===== src/rtl/sema_pkg.sv =====
package sema_pkg;

  typedef enum logic {
    OP_ACQ = 1'b0,
    OP_REL = 1'b1
  } sema_op_e;

  // Acquire succeeds on a free lock whose value matches.
  function automatic logic acq_ok(input logic held, input logic cur, input logic want);
    return !held && (cur == want);
  endfunction

  // Release succeeds only on a held lock.
  function automatic logic rel_ok(input logic held);
    return held;
  endfunction

endpackage


===== src/rtl/sema_arbiter.sv =====
module sema_arbiter #(
  parameter int NP = 4,
  parameter int IW = 4
) (
  input  logic [NP-1:0]    valid,
  input  logic [NP*IW-1:0] idx,
  output logic [NP-1:0]    win
);

  // A port wins unless a lower-numbered valid port addresses the same lock.
  always_comb begin
    for (int p = 0; p < NP; p++) begin
      win[p] = valid[p];
      for (int q = 0; q < p; q++) begin
        if (valid[q] && (idx[q*IW +: IW] == idx[p*IW +: IW])) win[p] = 1'b0;
      end
    end
  end

endmodule


===== src/rtl/sema_lock_cell.sv =====
module sema_lock_cell
  import sema_pkg::*;
#(
  parameter int NP = 4,
  parameter int IW = 4,
  parameter int ID = 0
) (
  input  logic             clk,
  input  logic             rst_n,
  input  logic [NP-1:0]    win,
  input  logic [NP*IW-1:0] idx,
  input  logic [NP-1:0]    rel,
  input  logic [NP-1:0]    val,
  output logic             held,
  output logic             value
);

  logic hit;
  logic hit_rel;
  logic hit_val;

  // At most one winning port addresses this lock.
  always_comb begin
    hit     = 1'b0;
    hit_rel = 1'b0;
    hit_val = 1'b0;
    for (int p = 0; p < NP; p++) begin
      if (win[p] && (idx[p*IW +: IW] == IW'(ID))) begin
        hit     = 1'b1;
        hit_rel = rel[p];
        hit_val = val[p];
      end
    end
  end

  always_ff @(posedge clk) begin
    if (!rst_n) begin
      held  <= 1'b0;
      value <= 1'b0;
    end else if (hit) begin
      if (sema_op_e'(hit_rel) == OP_ACQ) begin
        if (acq_ok(held, value, hit_val)) held <= 1'b1;
      end else if (rel_ok(held)) begin
        held  <= 1'b0;
        value <= hit_val;
      end
    end
  end

endmodule


===== src/rtl/sema_resp.sv =====
module sema_resp
  import sema_pkg::*;
#(
  parameter int NP = 4,
  parameter int NL = 16,
  parameter int IW = 4
) (
  input  logic             clk,
  input  logic             rst_n,
  input  logic [NP-1:0]    valid,
  input  logic [NP-1:0]    win,
  input  logic [NP*IW-1:0] idx,
  input  logic [NP-1:0]    rel,
  input  logic [NP-1:0]    val,
  input  logic [NL-1:0]    held_vec,
  input  logic [NL-1:0]    value_vec,
  output logic [NP-1:0]    grant,
  output logic [NP-1:0]    retry,
  output logic [NP-1:0]    err
);

  logic [NP-1:0] grant_d;
  logic [NP-1:0] err_d;
  logic [NP-1:0] retry_d;

  always_comb begin
    for (int p = 0; p < NP; p++) begin
      logic h;
      logic v;
      h = held_vec[idx[p*IW +: IW]];
      v = value_vec[idx[p*IW +: IW]];
      if (sema_op_e'(rel[p]) == OP_REL) begin
        grant_d[p] = win[p] && rel_ok(h);
        err_d[p]   = win[p] && !rel_ok(h);
      end else begin
        grant_d[p] = win[p] && acq_ok(h, v, val[p]);
        err_d[p]   = 1'b0;
      end
      retry_d[p] = valid[p] && !grant_d[p] && !err_d[p];
    end
  end

  always_ff @(posedge clk) begin
    if (!rst_n) begin
      grant <= '0;
      retry <= '0;
      err   <= '0;
    end else begin
      grant <= grant_d;
      retry <= retry_d;
      err   <= err_d;
    end
  end

endmodule


===== src/rtl/sema_bank.sv =====
module sema_bank #(
  parameter int NP = 4,
  parameter int NL = 16,
  localparam int IW = $clog2(NL)
) (
  input  logic             clk,
  input  logic             rst_n,
  input  logic [NP-1:0]    req_valid,
  input  logic [NP*IW-1:0] req_idx,
  input  logic [NP-1:0]    req_rel,
  input  logic [NP-1:0]    req_val,
  output logic [NP-1:0]    rsp_grant,
  output logic [NP-1:0]    rsp_retry,
  output logic [NP-1:0]    rsp_err,
  output logic [NL-1:0]    dbg_held,
  output logic [NL-1:0]    dbg_value
);

  logic [NP-1:0] port_win;
  logic [NL-1:0] lock_held;
  logic [NL-1:0] lock_value;

  sema_arbiter #(.NP(NP), .IW(IW)) u_arb (
    .valid (req_valid),
    .idx   (req_idx),
    .win   (port_win)
  );

  for (genvar l = 0; l < NL; l++) begin : g_lock
    sema_lock_cell #(.NP(NP), .IW(IW), .ID(l)) u_cell (
      .clk   (clk),
      .rst_n (rst_n),
      .win   (port_win),
      .idx   (req_idx),
      .rel   (req_rel),
      .val   (req_val),
      .held  (lock_held[l]),
      .value (lock_value[l])
    );
  end

  sema_resp #(.NP(NP), .NL(NL), .IW(IW)) u_resp (
    .clk       (clk),
    .rst_n     (rst_n),
    .valid     (req_valid),
    .win       (port_win),
    .idx       (req_idx),
    .rel       (req_rel),
    .val       (req_val),
    .held_vec  (lock_held),
    .value_vec (lock_value),
    .grant     (rsp_grant),
    .retry     (rsp_retry),
    .err       (rsp_err)
  );

  assign dbg_held  = lock_held;
  assign dbg_value = lock_value;

endmodule


===== config.mk =====
export PLATFORM = sky130hd
export DESIGN_NAME = sema_bank
export DESIGN_NICKNAME = d
export VERILOG_FILES = /design/src/rtl/sema_pkg.sv /design/src/rtl/sema_arbiter.sv /design/src/rtl/sema_lock_cell.sv /design/src/rtl/sema_resp.sv /design/src/rtl/sema_bank.sv
export SDC_FILE = /design/constraint.sdc
export NUM_CORES = 1
export LEC_CHECK = 0
export BUFFER_PORTS_ARGS = -buffer_cell sky130_fd_sc_hd__buf_2
export CORE_MARGIN = 2
export CORE_UTILIZATION = 62
export CTS_BUF_LIST = sky130_fd_sc_hd__clkbuf_4
export CTS_CLUSTER_DIAMETER = 40
export DETAILED_ROUTE_END_ITERATION = 6
export PLACE_DENSITY = 0.87
export SYNTH_ARGS = -nofsm -noshare
export SYNTH_HDL_FRONTEND = slang
export SYNTH_HIERARCHICAL = 1
export SYNTH_SLANG_ARGS = --single-unit

===== constraint.sdc =====
create_clock -name clk -period 7.55 [get_ports clk]
set_input_delay 1.1325 -clock clk [delete_from_list [all_inputs] [get_ports clk]]
set_output_delay 1.1325 -clock clk [all_outputs]
set_load 0.05 [all_outputs]

==> impl_results.md <==
- Final number of max-transition violations: 0
- Fin area: approximately 7100 um2
- Placeable Area: between 10000 and 15000 um2
- Syn avg cell area: 8.59 um2
- Hpwl dp: approximately 14 mm
- Cell count after synthesis: between 700 and 800
- Pin count of the biggest net entering global routing: between 50 and 60
- Synth area leader: dfxtp_1
- Hold_buf cts: 0
- # diodes: 0
- FF-to-FF End: u_resp/retry[3]$_SDFF_PN0_
- CP max FO: 40
- Reg2reg start: g_lock[3].u_cell/value$_SDFFE_PN0P_
- Fin Clk Skew: around 0.0079 ns
- Final hold vios: 0
- Max-cap violations: 0
- Sequential element share of the synthesized area: 13.5%
- Post-Syn Area: 6520 um2
- Pint: a little over 400 uW
- Area Growth Syn to Fin: 9.41%
- Die height: 107 um
- Area contributors post-synth: dfxtp_1, mux4_2, mux2i_1, nand2_1, o311a_1
- First-pass GRT wire length: around 36 mm
- Post-cts sizing count: 0
- Total Wirelength: roughly 23 mm
- Post-synth EDFFs: 0
- Static leakage: roughly 0.0027 uW
- Pre-Repair DR Iteration Count: 6
- Crit path kind: in -> reg
- Overall power: 734 uW
- Sw frac: a little over two fifths
- Fmax: around 240 MHz
- Postcts setup bufs: 0
- Peak supply drop: between 0.07 and 0.08 mV
- Syn Nets: 789
- Least-Margin Pin Slew: 1.07 ns
- Combinational share of power: roughly two fifths
- Relative slew slack: roughly 29%
- Setup TNS: 0 ns
- CTS tree: built
- Yosys top cell area share: between 10% and 20%
- Cts bufs inserted: 5
- Clk pwr share: between 20% and 30%
- Worst-Skew Late Latency: around 0.41 ns
- Wire per inst: approximately 23 um
- Mux cell area share after synthesis: between 15 and 20%
- Final #Nets: roughly 860
- Minimum clock period: ~4.2 ns
- IO Pins: 74
- Synth Area in Compound Gates: ~31%
- DP Area: ~7000 um2
- Share of layout cells above drive strength 1: between 20% and 30%
- CP cell instances: buf_2, xnor2_1, a31oi_4, buf_4, inv_1, o211a_1, o311ai_4, o21ai_0, o211a_1
- Drt drc: 0
- Hold wc startpoint: g_lock[13].u_cell/held$_SDFFE_PN0P_
- CTS Sinks: 44
- Setup crit start: req_idx[4]
- Xor-xnor portion of the synthesized cell area: ~3.8%
- Synth async-reset ratio: 0%
- CP Buf/Inv Count: 3
- PortBufs: 73
- Remaining antenna violation count: 0
- Congestion Overflow GR: 0
- Crit share post-route: approximately 56%
- Slowest cell on the critical path: a31oi_4
- Seq cells post-synth: 44
- H-tree Lvls: 2
- Synth unique cells: a little under 80
- Crit path DAT: about 4.6 ns
- Clock root buffer: clkbuf_4
- Number of cells on the worst reg-to-reg path: 5
- CTS Buffer Depth: 2
- Post-Synth Adder-Cell Area: 0%
- Row count: 37
- DIE AREA: roughly 11000 um2
- Drt via density: 7.84
- Status: finished, final reports clean
- Hold EP: g_lock[13].u_cell/held$_SDFFE_PN0P_
- PD cells: around 100 nW/um2
- Max stage delay on crit path: 0.90 ns
- Worst hold path class: reg -> reg
- Initial core utilization: a little under two thirds
- Commonest non-fill, non-tap cell in the layout: nand2_1
- Worst hold path depth: 2
- CP Launch Type: input port
- Worst Setup End Kind: flip-flop
- Die X: around 110 um
- Most frequent CP cell: o211a_1
- Synth Area in Simple Gates: about 29%
- Net switching power: 322 uW
- Clock Pin Slew Worst Setup and Hold Paths: ~0.16 ns
- Most frequent cells in the layout: nand2_1, buf_2, inv_1, mux2i_1, dfxtp_1
- RSZ-0062 raised after global routing: false
- WP data required: 7.87 ns
- Critical path's top delay family: compound AO/OA/AOI/OAI gates
- Vias in the first global route: 7497
- Initial DRC Count: 961
- Total track usage: ~39%
- R2r setup slk: around 5.5 ns
- Ys Warns: 6
- # setup viols final: 0
- Routability Congestion: 0.936
- Overall via count from detail_route: roughly 7600
- Reg power frac: a little over a third
- Ys flop type: dfxtp_1
- Initial antenna violation count: 0
- Largest family of logic cells by synthesized area: compound AO/OA/AOI/OAI gates
-- flip-flops by register name (all words and copies together) (netlist names) --
signal and flops:
g_lock.u_cell/value 16, u_resp/err 4, u_resp/grant 4, u_resp/retry 4
g_lock.u_cell/held 16
-- cell usage after synthesis, types with 11 or more instances --
| master | number |
|---|---|
| dfxtp_1 | 44 |
| a311oi_2 | 17 |
| o311a_1 | 26 |
| xor2_1 | 16 |
| a21oi_1 | 31 |
| o211ai_1 | 17 |
| nand2_1 | 86 |
| nand3_1 | 25 |
| o2111ai_1 | 14 |
| a211oi_1 | 34 |
| and3_1 | 20 |
| xnor2_1 | 12 |
| o21ai_0 | 30 |
| inv_1 | 66 |
| nor2_1 | 12 |
| mux4_2 | 26 |
| or3_1 | 11 |
| mux2i_1 | 48 |
| nand3b_1 | 14 |
| a21o_1 | 14 |
| nor3_1 | 12 |
-- metal layers --
| layer | share of wire (%) | up-vias | track usage, % |
|---|---|---|---|
| met1 | 36 | 3552 | 48.6 |
| met5 | 0 | - | 0 |
| li1 | - | 3234 | - |
| met4 | 4.7 | 0 | 23.4 |
| met3 | 14 | 144 | 7.73 |
| met2 | 46 | 678 | 62.4 |
-- worst max path at each step --
stage                                     endpoint  slack (ns)  depth (start not counted)
2_1_floorplan   g_lock[4].u_cell/held$_SDFFE_PN0P_        1.75                          6
3_3_place_gp    g_lock[4].u_cell/held$_SDFFE_PN0P_        3.18                          8
3_5_place_dp   g_lock[1].u_cell/value$_SDFFE_PN0P_        3.03                          9
4_1_cts        g_lock[1].u_cell/value$_SDFFE_PN0P_        3.47                          9
5_1_grt        g_lock[1].u_cell/value$_SDFFE_PN0P_        3.19                          9
6_report       g_lock[1].u_cell/value$_SDFFE_PN0P_        3.31                          9
-- worst register-to-register path: cells and delay by family, from the launching register on --
kind            cells  cell delay, ns
compound gates      1            0.31
xor+xnor            1            0.14
flops               1            0.57
mux                 3            0.98
-- power groups by stage --
stage / Combinational (uW) / Sequential (uW) / Clock, uW
2_1_floorplan: 152 / 294 / 0
3_3_place_gp: 280 / 263 / 0
3_5_place_dp: 292 / 265 / 0
4_1_cts: 293 / 259 / 170
5_1_grt: 317 / 262 / 181
6_report: 304 / 261 / 169
-- cell families (layout without fill, tap and decap cells) --
group	count (synthesis)	in the layout
and+or+nand+nor	292	292
AOI/OAI and AO/OA	239	239
muxes	80	80
buffers and inverters	76	151
DFF	44	44
xor gates and xnor gates	28	28
-- cell type report --
class / instances / area, um2
fill: 808 / 3150
clock inverter: 3 / 47.5
timing repair buffer: 77 / 395
multi-input combinational: 639 / 5350
inverter: 66 / 248
tap: 136 / 170
clock buffer: 5 / 37.5
sequential: 44 / 881
-- metrics by stage --
| step | worst slack [ns] | utilization, % | cells | hold WS (ns) |
|---|---|---|---|---|
| floorplan | 1.75 | - | 759 | 0.756 |
| global placement | 3.18 | 68.6 | 962 | 0.564 |
| detailed placement | 3.03 | 68.6 | 962 | 0.596 |
| CTS | 3.47 | 69.4 | 970 | 0.621 |
| global route | 3.19 | 69.4 | 970 | 0.669 |
| finish | 3.31 | 69.4 | 970 | 0.630 |
(Power assumes the default switching activity.)
